[src/rtl/uld_pkg.sv]
package uld_pkg;

    typedef enum logic [1:0] {
        TMR_IDLE    = 2'd0,
        TMR_TIMING  = 2'd1,
        TMR_EXPIRED = 2'd2
    } tmr_state_t;

endpackage

[src/rtl/uld_qualify.sv]
module uld_qualify #(
    parameter int NUM_CH = 3
) (
    input  logic [NUM_CH-1:0] drv_on,
    input  logic [NUM_CH-1:0] uld_raw,
    output logic [NUM_CH-1:0] qual,
    output logic              any_qual
);

    // A comparator result is meaningful only while the driver is on.
    for (genvar ch = 0; ch < NUM_CH; ch++) begin : g_ch
        assign qual[ch] = uld_raw[ch] & drv_on[ch];
    end

    assign any_qual = |qual;

endmodule

[src/rtl/uld_delay_timer.sv]
module uld_delay_timer
    import uld_pkg::*;
#(
    parameter int DELAY_CYCLES = 700,
    parameter int CNT_W        = (DELAY_CYCLES > 2) ? $clog2(DELAY_CYCLES) : 1
) (
    input  logic clk,
    input  logic rst_n,
    input  logic any_qual,
    input  logic clr,
    output logic trip
);

    localparam logic [CNT_W-1:0] LAST_CNT = CNT_W'(DELAY_CYCLES - 1);
    localparam logic [CNT_W-1:0] ONE_CNT  = CNT_W'(1);

    tmr_state_t       state_q, state_d;
    logic [CNT_W-1:0] cnt_q, cnt_d;

    // State register
    always_ff @(posedge clk or negedge rst_n) begin
        if (!rst_n) begin
            state_q <= TMR_IDLE;
            cnt_q   <= '0;
        end else begin
            state_q <= state_d;
            cnt_q   <= cnt_d;
        end
    end

    // Transitions
    always_comb begin
        state_d = state_q;
        cnt_d   = cnt_q;
        unique case (state_q)
            TMR_IDLE: begin
                if (any_qual) begin              // start
                    state_d = TMR_TIMING;
                    cnt_d   = ONE_CNT;
                end
            end
            TMR_TIMING: begin
                if (!any_qual) begin             // drop
                    state_d = TMR_IDLE;
                    cnt_d   = '0;
                end else if (cnt_q == LAST_CNT) begin
                    state_d = TMR_EXPIRED;       // expire
                end else begin
                    cnt_d   = cnt_q + ONE_CNT;   // advance
                end
            end
            TMR_EXPIRED: begin
                if (!any_qual) begin             // drop
                    state_d = TMR_IDLE;
                    cnt_d   = '0;
                end
            end
            default: begin
                state_d = TMR_IDLE;
                cnt_d   = '0;
            end
        endcase
        if (clr) begin                           // clear
            state_d = TMR_IDLE;
            cnt_d   = '0;
        end
    end

    // Outputs: catch on the final delay cycle and every cycle after it
    always_comb begin
        trip = 1'b0;
        unique case (state_q)
            TMR_TIMING:  trip = any_qual && (cnt_q == LAST_CNT);
            TMR_EXPIRED: trip = any_qual;
            default:     trip = 1'b0;
        endcase
        if (clr) trip = 1'b0;
    end

endmodule

[src/rtl/uld_fault_latch.sv]
module uld_fault_latch #(
    parameter int NUM_CH = 3
) (
    input  logic              clk,
    input  logic              rst_n,
    input  logic              clr,
    input  logic              trip,
    input  logic              shut_en,
    input  logic [NUM_CH-1:0] qual,
    output logic              flag,
    output logic [NUM_CH-1:0] latch_off
);

    always_ff @(posedge clk or negedge rst_n) begin
        if (!rst_n) begin
            flag <= 1'b0;
        end else if (clr) begin
            flag <= 1'b0;
        end else if (trip) begin
            flag <= 1'b1;
        end
    end

    for (genvar ch = 0; ch < NUM_CH; ch++) begin : g_lat
        always_ff @(posedge clk or negedge rst_n) begin
            if (!rst_n) begin
                latch_off[ch] <= 1'b0;
            end else if (clr) begin
                latch_off[ch] <= 1'b0;
            end else if (trip && shut_en && qual[ch]) begin
                latch_off[ch] <= 1'b1;
            end
        end
    end

endmodule

[src/rtl/uld_shared_timer.sv]
module uld_shared_timer #(
    parameter int NUM_CH       = 3,
    parameter int DELAY_CYCLES = 700
) (
    input  logic              clk,
    input  logic              rst_n,
    input  logic [NUM_CH-1:0] drv_on,
    input  logic [NUM_CH-1:0] uld_raw,
    input  logic              uld_shutdown_en,
    input  logic              status_clr,
    output logic              uld_flag,
    output logic [NUM_CH-1:0] drv_latch_off
);

    logic [NUM_CH-1:0] qual;
    logic              any_qual;
    logic              trip;

    uld_qualify #(.NUM_CH(NUM_CH)) u_qual (
        .drv_on   (drv_on),
        .uld_raw  (uld_raw),
        .qual     (qual),
        .any_qual (any_qual)
    );

    uld_delay_timer #(.DELAY_CYCLES(DELAY_CYCLES)) u_tmr (
        .clk      (clk),
        .rst_n    (rst_n),
        .any_qual (any_qual),
        .clr      (status_clr),
        .trip     (trip)
    );

    uld_fault_latch #(.NUM_CH(NUM_CH)) u_lat (
        .clk       (clk),
        .rst_n     (rst_n),
        .clr       (status_clr),
        .trip      (trip),
        .shut_en   (uld_shutdown_en),
        .qual      (qual),
        .flag      (uld_flag),
        .latch_off (drv_latch_off)
    );

endmodule

[config.mk]
export PLATFORM = sky130hd
export DESIGN_NAME = uld_shared_timer
export DESIGN_NICKNAME = d
export VERILOG_FILES = /design/src/rtl/uld_pkg.sv /design/src/rtl/uld_qualify.sv /design/src/rtl/uld_delay_timer.sv /design/src/rtl/uld_fault_latch.sv /design/src/rtl/uld_shared_timer.sv
export SDC_FILE = /design/constraint.sdc
export NUM_CORES = 1
export LEC_CHECK = 0
export CELL_PAD_IN_SITES_DETAIL_PLACEMENT = 0
export CELL_PAD_IN_SITES_GLOBAL_PLACEMENT = 1
export CORE_UTILIZATION = 42
export CTS_BUF_LIST = sky130_fd_sc_hd__clkbuf_2
export CTS_CLUSTER_SIZE = 16
export DETAILED_ROUTE_END_ITERATION = 6
export PLACE_DENSITY_LB_ADDON = 0.05
export SLEW_MARGIN = 40
export SYNTH_ARGS = -nofsm -noshare
export SYNTH_HDL_FRONTEND = slang
export SYNTH_SLANG_ARGS = --single-unit
export TNS_END_PERCENT = 1
[constraint.sdc]
create_clock -name clk -period 2.2 [get_ports clk]
set_input_delay 0.44 -clock clk [delete_from_list [all_inputs] [get_ports clk]]
set_output_delay 0.44 -clock clk [all_outputs]
set_load 0.01 [all_outputs]
==> run summary, run 1 <==
routability congestion estimate = 0.815
global-route wire length before repair = 3530 µm
setup violators final = 0
Synth Cell Area = 931 µm²
CP peak stage delay = 0.49 ns
Via Count = 824
Ant. Diodes = 0
Slew Viols, Final = 0
TritonCTS buffer count = 3
skew final = 0.00201 ns
Leakage = 0.540 nW
most frequent cells in the layout = dfrtp_1 (16), clkdlybuf4s50_1 (13), nor2_1 (12), buf_4 (12), a21oi_1 (7)
CTS max path bufs = 2
buffers plus inverters on the worst setup path = 2
area growth from synthesis to final layout = 27.7%
IO Pins = 14
critical path fanouts, max = 8
Tot Pwr = 0.000653 W
Antenna Nets Post-Route = 0
syn nets = 113
Worst Tran Pin Value = 0.476 ns
Die Ht = 49.1 µm
First-pass DRT Iterations = 4
Total Routing Usage GR = 19.0%
gr ovfl total = 0
sequential fraction of the synthesis area = 43.0%
Crit path arrival time = 2.18 ns
Post-Synthesis Cells = 98
drt total wl = 2030 µm
Final Instance Count excl. Fillers = 152
Rows = 16
final hold slack = 0.448 ns
Yosys Warn Count = 0
clock-pin slew on the worst setup and hold paths = 0.16 ns
RSZ-0062 raised after global routing = false
clock root cell = clkbuf_2
Final min period = 1.94 ns
Core Region = 0.00202 mm²
Post-route DRC = 0
Setup crit end kind = register
Die Area = 0.00241 mm²
DP Cell Count = 148
clk_lat worst skew = 0.29 ns
worst r2r src = u_tmr.cnt_q[6]
Clock H-tree levels = 1
launch point of the critical path = drv_on[0]
Fmax achieved = 516 MHz
Synth Register Bits = 16
clock tree sinks = 16
commonest non-fill, non-tap cell in the layout = dfrtp_1
Worst Setup Start Kind = input port
Syn Area/Cell = 9.50 µm²
Avg Vias per Cell = 5.42
CP delay by family, top = buffers and inverters
Max-cap violations = 0
Hold Path Class = in2async
post-CTS setup buffers = 0
Starting DRT DRC Count = 12
Initial Util = 46.0%
critical path class = in2reg
WL per Instance = 13.3 µm
largest net degree at the start of global routing = 17
Port Buffers = 13
nets = 141
antenna violations before repair = 0
final setup TNS = 0 ns
Max transition margin = 67.8%
HPWL after DPL = 1510 µm
hold_buf cts = 0
final design utilization = 58.8%
CTS resizes = 0
status = finished clean
CP max-delay cell = or4_1
share of layout cells above drive strength 1 = 13.6%
count of cell types in the netlist = 32
CTS tree = done
pwr dens = 549 mW/mm²
maximum vdd drop = 0.330 mV
vias in the first global route = 789
Fin. Hold Viols = 0
CP Cell Sequence = clkdlybuf4s50_1 > a222oi_1 > buf_4 > a21o_2 > a21oi_1 > or4_1 > nand2_1
final worst path period share = 88.1%
chip width = 49.1 µm
Critical Path RT = 2.44 ns
stage by stage:
stage / worst slack, ns / area, µm²
final: 0.262 / 1190
after global routing: 0.122 / 1190
after CTS: 0.270 / 1190
after detailed placement: -0.0525 / 1170
after global placement: -0.0605 / 1170
after floorplan: 0.0687 / 931
cell type report:
type,count,area [µm²]
fill,188,833
sequential,16,400
tap,27,33.8
clock buffer,3,15.0
clock inverter,1,3.75
multi-input combinational,75,497
timing repair buffer,25,220
inverter,5,18.8
where the power goes:
part / total, W / switching [W] / internal [W]
clock: 0.000134 / 0.0000945 / 0.0000395
sequential: 0.000318 / 0.0000114 / 0.000307
combinational: 0.000200 / 0.000108 / 0.0000919
total: 0.000653 / 0.000214 / 0.000438
sequential cells by signal (all words and copies together), names as in the netlist:
name	flops
u_lat.flag	1
u_tmr.cnt_q	10
u_lat.latch_off	3
u_tmr.state_q	2
cell families (layout without fill, tap and decap cells):
| kind of cell | after synthesis | after routing | share of synthesized area (%) |
|---|---|---|---|
| muxes | 2 | 2 | 2.15 |
| and+or+nand+nor | 39 | 39 | 21.8 |
| buffers and inverters | 7 | 34 | 3.63 |
| adders and majority gates | 5 | 5 | 6.72 |
| DFF | 16 | 16 | 43.0 |
| AOI/OAI and AO/OA | 25 | 25 | 19.0 |
| xor gates and xnor gates | 4 | 4 | 3.76 |
worst paths after layout:
path | slack (ns) | cells past startpoint | to
worst min register to register | 0.54 | 2 | u_lat.latch_off[0]
min in group clk | 0.54 | 2 | u_lat.latch_off[0]
worst max register to register | 0.31 | 5 | u_tmr.cnt_q[8]
worst min-delay path | 0.45 | 2 | u_tmr.cnt_q[2]
worst max-delay path | 0.26 | 7 | u_tmr.cnt_q[6]
max in group asynchronous | 1.57 | 2 | u_tmr.cnt_q[4]
cells in the mapped netlist:
| cell | count | share of area, % |
|---|---|---|
| a41oi_1 | 3 | 2.8 |
| nand2_1 | 5 | 2.0 |
| nor2b_1 | 1 | 0.67 |
| or4_1 | 1 | 0.81 |
| o211ai_1 | 1 | 0.81 |
| dfrtp_1 | 16 | 43 |
| a222oi_1 | 1 | 1.1 |
| and3_1 | 3 | 2.0 |
| buf_6 | 1 | 1.2 |
| nor3_1 | 3 | 1.6 |
| o2111ai_1 | 3 | 2.8 |
| or2_1 | 1 | 0.67 |
| or3_1 | 3 | 2.0 |
| a31o_2 | 1 | 0.94 |
| nand4_1 | 2 | 1.3 |
| ha_1 | 5 | 6.7 |
| nor2_1 | 12 | 4.8 |
| o21ai_0 | 4 | 2.2 |
| clkbuf_1 | 1 | 0.40 |
| mux2i_1 | 2 | 2.2 |
| a21oi_1 | 7 | 3.8 |
| a21boi_0 | 1 | 0.81 |
| nand3_1 | 4 | 2.2 |
| nand3b_1 | 2 | 1.6 |
| and4_1 | 1 | 0.94 |
| o211a_1 | 1 | 1.1 |
| xor2_1 | 4 | 3.8 |
| nor4bb_1 | 1 | 1.1 |
| inv_1 | 5 | 2.0 |
| a22oi_1 | 1 | 0.81 |
| a21o_2 | 1 | 0.94 |
| o41ai_1 | 1 | 0.94 |
routing by layer:
| layer | vias up | global-route usage, % | wire, µm |
|---|---|---|---|
| met5 | - | 0 | 0 |
| met4 | 0 | 7.35 | 13 |
| met3 | 2 | 2.80 | 53 |
| met2 | 13 | 29.0 | 910 |
| met1 | 388 | 27.0 | 1050 |
| li1 | 421 | - | - |
(Power assumes the default switching activity.)
==> run 2, diff against run 1 <==
--- a/config.mk
+++ b/config.mk
@@ -9,7 +9,7 @@
 export CELL_PAD_IN_SITES_GLOBAL_PLACEMENT = 1
 export CORE_UTILIZATION = 42
 export CTS_BUF_LIST = sky130_fd_sc_hd__clkbuf_2
-export CTS_CLUSTER_SIZE = 16
+export CTS_CLUSTER_DIAMETER = 40
 export DETAILED_ROUTE_END_ITERATION = 6
 export PLACE_DENSITY_LB_ADDON = 0.05
 export SLEW_MARGIN = 40
==> results of run 2 <==
Final layout, timing and power as in run 1 (identical DEF).
